### config.mk
export PLATFORM = sky130hd
export DESIGN_NAME = rail_selector
export DESIGN_NICKNAME = d
export VERILOG_FILES = /design/src/rtl/rail_selector.sv
export SDC_FILE = /design/constraint.sdc
export NUM_CORES = 1
export LEC_CHECK = 0
export BUFFER_PORTS_ARGS = -buffer_cell sky130_fd_sc_hd__clkbuf_2
export CAP_MARGIN = 20
export CORE_ASPECT_RATIO = 0.9
export CORE_MARGIN = 4
export CORE_UTILIZATION = 45
export DETAILED_ROUTE_END_ITERATION = 16
export PLACE_DENSITY = 0.7
export SLEW_MARGIN = 10
export SYNTH_ARGS = -nofsm -noshare
export SYNTH_HDL_FRONTEND = slang
export SYNTH_SLANG_ARGS = --single-unit
export TNS_END_PERCENT = 100
### constraint.sdc
create_clock -name clk -period 6 [get_ports clk]
set_input_delay 0.3 -clock clk [delete_from_list [all_inputs] [get_ports clk]]
set_output_delay 0.3 -clock clk [all_outputs]
set_load 0.005 [all_outputs]
### src/rtl/rail_selector.sv
module rail_selector #(
  parameter int unsigned CLK_HZ = 100_000_000,
  parameter int unsigned DW     = 24
) (
  input  logic          clk,
  input  logic          rst_n,
  input  logic          smp_valid,
  input  logic [DW-1:0] smp_data,
  input  logic          dual_en,
  input  logic [DW-1:0] thr_lvl,
  input  logic [DW-1:0] hyst_lvl,
  input  logic [1:0]    dwell_sel,
  output logic          rail_low,
  output logic          rail_switch,
  output logic          dwell_busy
);

  localparam longint unsigned T_A = (64'(CLK_HZ) * 64'd100   + 64'd999_999) / 64'd1_000_000;
  localparam longint unsigned T_B = (64'(CLK_HZ) * 64'd500   + 64'd999_999) / 64'd1_000_000;
  localparam longint unsigned T_C = (64'(CLK_HZ) * 64'd5000  + 64'd999_999) / 64'd1_000_000;
  localparam longint unsigned T_D = (64'(CLK_HZ) * 64'd50000 + 64'd999_999) / 64'd1_000_000;
  localparam int CW = $clog2(T_D + 1);

  logic [DW-1:0] level;
  logic [DW:0]   exit_lvl;
  logic          is_below, is_over;
  logic [CW-1:0] cnt, cnt_nx, limit;
  logic          low_nx, busy_nx;
  logic          en_q;
  logic [1:0]    sel_q;
  logic          cfg_chg;

  assign level    = smp_data[DW-1] ? (~smp_data + 1'b1) : smp_data;
  assign exit_lvl = {1'b0, thr_lvl} + {1'b0, hyst_lvl};
  assign is_below = level < thr_lvl;
  assign is_over  = {1'b0, level} > exit_lvl;
  assign cfg_chg  = (dual_en != en_q) || (dwell_sel != sel_q);

  always_comb begin
    case (dwell_sel)
      2'b00:   limit = CW'(T_A - 1);
      2'b01:   limit = CW'(T_B - 1);
      2'b10:   limit = CW'(T_C - 1);
      default: limit = CW'(T_D - 1);
    endcase
  end

  always_comb begin
    low_nx  = rail_low;
    busy_nx = dwell_busy;
    cnt_nx  = cnt;
    if (!dual_en) begin
      low_nx  = 1'b0;
      busy_nx = 1'b0;
      cnt_nx  = '0;
    end else if (rail_low) begin
      if (smp_valid && is_over) low_nx = 1'b0;
    end else if (dwell_busy) begin
      if (smp_valid && !is_below) begin
        busy_nx = 1'b0;
        cnt_nx  = '0;
      end else if (cfg_chg) begin
        cnt_nx = '0;
      end else if (cnt == limit) begin
        busy_nx = 1'b0;
        cnt_nx  = '0;
        low_nx  = 1'b1;
      end else begin
        cnt_nx = cnt + 1'b1;
      end
    end else if (smp_valid && is_below) begin
      busy_nx = 1'b1;
      cnt_nx  = '0;
    end
  end

  always_ff @(posedge clk) begin
    if (!rst_n) begin
      rail_low    <= 1'b0;
      rail_switch <= 1'b0;
      dwell_busy  <= 1'b0;
      cnt         <= '0;
      en_q        <= 1'b1;
      sel_q       <= 2'b01;
    end else begin
      rail_low    <= low_nx;
      rail_switch <= low_nx != rail_low;
      dwell_busy  <= busy_nx;
      cnt         <= cnt_nx;
      en_q        <= dual_en;
      sel_q       <= dwell_sel;
    end
  end

endmodule

==> reports/summary.md <==
The run finished with clean final reports. The number of clock sinks was 29. The detail-routed net length per standard cell is 14.2 um. In this run the worst path has a maximum fanout of 25. The number of antenna diodes in the final layout is 0. When the netlist entered floorplanning its net count stood at 699.

The synthesized area per cell is 7.66 um^2. Clock-pin slew was measured on the worst setup and hold paths at 60 ps. The worst path meets setup with 1470 ps of slack. sky130_fd_sc_hd__ha_1 takes more of the synthesized area than any other cell.

The peak supply drop is 0.152 mV, and the ratio of total power to cell area is 151 nW/um^2. The tools report the final standard cell count with taps included and fillers excluded as 747. The number of global-route vias before repair came out at 4044. The worst setup path is captured at a register. Per report_power, the clock group accounts for 22.1% of the total.

For this run, the number of Yosys warnings is 0. Summing the areas of all compound-gate instances in the mapped netlist gives 19.8% of the synthesized area. Gates resized during post-CTS repair numbered 0. The run gives 2.20 nW as the leakage power of the design. The number of clock buffers added by TritonCTS is 5.

The gate count after technology mapping is 543. Max-cap check violation count: 0. Global routing used 19.7% of the available tracks across all layers.

Dividing the detail-routed via count by the number of cells gives 5.51. The count of nets left with antenna violations after detail routing was 0; the final-report setup violation count was 0. The tools report the critical path launch point as smp_data[0]. The floorplan step set the die height to 99.2 um. CTS root buffer: sky130_fd_sc_hd__clkbuf_8. Count of buffers added by post-CTS timing repair for setup: 0. The sequential-to-total area share from yosys stat is 14.0%, and the total number of vias is 4118. In this run the critical register-to-register path is launched from cnt[0]$_SDFFE_PN0P_. After synthesis, the largest area contributor takes up 23.2% of total cell area.

Once the floorplan was initialized, standard cells occupied 45.8% of the core. In this run the tool buffered the top-level ports with 80 buffer cells. Counting distinct cell types in the post-synthesis netlist gives 57. For this run, the slowest stage of the critical path takes 450 ps.

The worst register-to-register path ends at cnt[12]$_SDFFE_PN0P_. Kind of launch point of the worst setup path: an input port. The run gives 0 as the final number of hold-violating endpoints. After layout, the worst path uses 75.5% of the clock period. TritonCTS built the clock tree. Based on the critical path, the design can be clocked at up to 0.221 GHz. The clock latency of the later-clocked register in the worst-skew pair is 280 ps. The tools report the area of the core as 9080 um^2.

The full die area is 10900 um^2. The completed layout was analyzed and its total power is 0.721 mW. In the routed design, unresolved DRC markers number 0. The filler cell count in the final layout was 901. The cell row count was 33. The slowest stage of the critical path belongs to the cell sky130_fd_sc_hd__or4_4. The portion of netlist area occupied by mux cells works out to 0.481%. For the final routed database, the setup TNS stands at 0 ps. In this run, synthesis inferred 0 flip-flops with an integrated enable. The critical path goes through clkbuf_2 > inv_1 > ha_1 > nand2_1 > or3_4 > nand2b_4 > or3_4 > or4_4 > o41ai_2 > xnor2_1 > ha_1 > nand4_1 > nor4_1 > a221oi_1 > o211ai_1 > o32a_1 > buf_4 > nor4_1 > xnor2_1 > nor2_1. Setup repair after global routing left no endpoint under its margin.

Endpoint arrival time on the critical path: 4690 ps. The share of layout cells above drive strength 1 works out to 15.8%. The measured slew at the worst slew-check pin is 567 ps.

The run gives 781 as the total number of nets in the final design. Yosys attributes the largest share of cell area to sky130_fd_sc_hd__ha_1 (23%), sky130_fd_sc_hd__dfxtp_1 (14%), sky130_fd_sc_hd__xnor2_1 (12%), sky130_fd_sc_hd__nor2_1 (5.7%), sky130_fd_sc_hd__nand2_1 (3.9%). For the number of max-slew violations in the final report, the log shows 0. Before antenna repair, the detailed router went through 4 iterations. The final HPWL from detailed placement came out at 9.08 mm. The growth of design area from synthesis to finish came out at 14.8%. The simple logic cell fraction of the synthesized area was 23.2%; the core occupancy in the finished layout was 52.6%.

Setup skew after layout: 5.24 ps. 81 I/O pins were placed. The post-layout minimum cycle time is 4530 ps, and the normalized max-slew margin is 62.1%. For the number of H-tree branching levels, the log shows 2.

The summed area of non-filler cells in the final layout was 4780 um^2. Data required time of the worst path: 6160 ps. In this run the horizontal extent of the chip is 109 um.

For the netlist area before placement, the log shows 4160 um^2. By area, the combinational part of the netlist is dominated by adder cells. In this run the worst setup path terminates at cnt[21]$_SDFFE_PN0P_.

The fraction of the mapped netlist area in adder cells was 23.6%. For the worst flop-to-flop path, the logic depth is 8. The xor and xnor fraction of the mapped netlist area was 14.5%. Worst min-delay path class: input port to register. The initial antenna violation count is 0.

The fraction of power consumed by sequential logic is 27.2%, and the worst setup slack before clock tree synthesis is 1210 ps. After detailed placement, the design holds a cell count of 740. By startpoint and endpoint, the worst setup path is classified as input port to register.

After clock tree synthesis, the flow added hold-fix buffers numbering 0. For the total cell area at the placement stage, the log shows 4690 um^2. Primary flip-flop cell chosen by synthesis mapping: sky130_fd_sc_hd__dfxtp_1.

For this run the aggregate overflow at the end of global routing stands at 0. The combinational group share of total power is 50.7%, and the first-pass GRT wire length is 17.9 mm. Summed over all layers, the routed wires come to 10.6 mm. The congestion estimate from routability-driven global placement came to 0.852. Of all flip-flops after synthesis, the portion carrying an async set or reset was 0%. Final hold analysis gives a worst-case slack of 273 ps. The maximum buffer depth of the clock tree was 2; the net switching share of the total power was 37.7%.

After synthesis the netlist holds a flip-flop and latch count of 29. The internal power consumption was 0.449 mW; the switching component of the power was 0.272 mW. In this run, the number of DRC markers left after iteration 0 of detailed routing was 145.

For the largest net degree at the start of global routing, the log shows 26. Minimum setup slack among reg-to-reg paths: 3870 ps.
==> synthesized netlist by cell type (all sizes together) (2+ instances only) <==
| cell type | number |
|---|---|
| nand2 | 43 |
| a211o | 2 |
| nor4 | 7 |
| clkbuf | 2 |
| a21oi | 30 |
| o21bai | 5 |
| xor2 | 13 |
| o21ai | 25 |
| o31ai | 9 |
| xnor2 | 56 |
| or4 | 3 |
| ha | 77 |
| o221ai | 2 |
| mux2i | 2 |
| a21o | 17 |
| and3 | 5 |
| o21a | 5 |
| nor2 | 64 |
| a31oi | 7 |
| inv | 39 |
| or3 | 6 |
| buf | 5 |
| o41ai | 3 |
| nor2b | 6 |
| o211ai | 5 |
| dfxtp | 29 |
| nand2b | 10 |
| nor3 | 16 |
| o2111ai | 2 |
| nand3 | 11 |
| a211oi | 2 |
| nand4 | 17 |
==> how the worst min path moves through the flow <==
| stage | from | endpoint | slack (ps) | cells after the start |
|---|---|---|---|---|
| after floorplan | rst_n | sel_q[0]$_SDFF_PN1_ | 370 | 1 |
| after global placement | cnt[22]$_SDFFE_PN0P_ | cnt[22]$_SDFFE_PN0P_ | 500 | 2 |
| after detailed placement | cnt[22]$_SDFFE_PN0P_ | cnt[22]$_SDFFE_PN0P_ | 520 | 2 |
| after CTS | rst_n | sel_q[0]$_SDFF_PN1_ | 270 | 2 |
| after global routing | rst_n | sel_q[0]$_SDFF_PN1_ | 280 | 2 |
| final | rst_n | sel_q[0]$_SDFF_PN1_ | 270 | 2 |
==> registers in the layout, indices dropped and copies added (netlist names) <==
name,count
dwell_busy,1
rail_low,1
sel_q,2
rail_switch,1
cnt,23
en_q,1
==> per-layer routing <==
layer	part of all wire, %	vias up	routed length (um)	track usage, %
met5	0	-	0	0
met1	47	1871	4980	26.5
met2	47	112	4940	34.0
met4	1.4	0	148	4.60
li1	-	2118	-	-
met3	5.0	17	525	1.82
==> cell type report <==
type,count,area [um^2],area share [%]
repair buffers,82,415,8.70
clock buffers,7,86.3,1.81
flip-flops and latches,29,581,12.2
well taps,122,153,3.20
multi-input cells,468,3400,71.1
inverters,39,146,3.06
==> critical path: cells and delay by family <==
kind	cells	cell delay [ps]
xor+xnor	2	390
buf+inv	3	410
fa+ha+maj	2	460
simple gates	9	2030
compound gates	4	1070
==> power groups by stage <==
| stage | Sequential (mW) | Clock [mW] | Combinational, mW |
|---|---|---|---|
| final | 0.196 | 0.159 | 0.365 |
| after global routing | 0.196 | 0.175 | 0.416 |
| after CTS | 0.196 | 0.164 | 0.363 |
| after detailed placement | 0.200 | 0 | 0.360 |
| after global placement | 0.200 | 0 | 0.350 |
| after floorplan | 0.200 | 0 | 0.258 |
==> cells by family (layout without fill, tap and decap cells) <==
| family | Yosys count | in the layout |
|---|---|---|
| buf+inv | 46 | 128 |
| fa+ha+maj | 78 | 78 |
| mux | 2 | 2 |
| simple gates | 195 | 195 |
| compound gates | 124 | 124 |
| xor+xnor | 69 | 69 |
| flops | 29 | 29 |
==> placed cells by master, fill, tap and decap left out, types with 9 or more instances in the layout <==
master / instances
sky130_fd_sc_hd__ha_1: 77
sky130_fd_sc_hd__xor2_1: 13
sky130_fd_sc_hd__a21oi_1: 30
sky130_fd_sc_hd__nand3_1: 11
sky130_fd_sc_hd__nand4_1: 17
sky130_fd_sc_hd__dfxtp_1: 29
sky130_fd_sc_hd__inv_1: 39
sky130_fd_sc_hd__clkbuf_2: 80
sky130_fd_sc_hd__nand2b_1: 9
sky130_fd_sc_hd__a21o_1: 17
sky130_fd_sc_hd__o21ai_0: 25
sky130_fd_sc_hd__nor2_1: 63
sky130_fd_sc_hd__nand2_1: 43
sky130_fd_sc_hd__xnor2_1: 56
sky130_fd_sc_hd__nor3_1: 16
No activity file was read; power rests on OpenSTA's default activity.
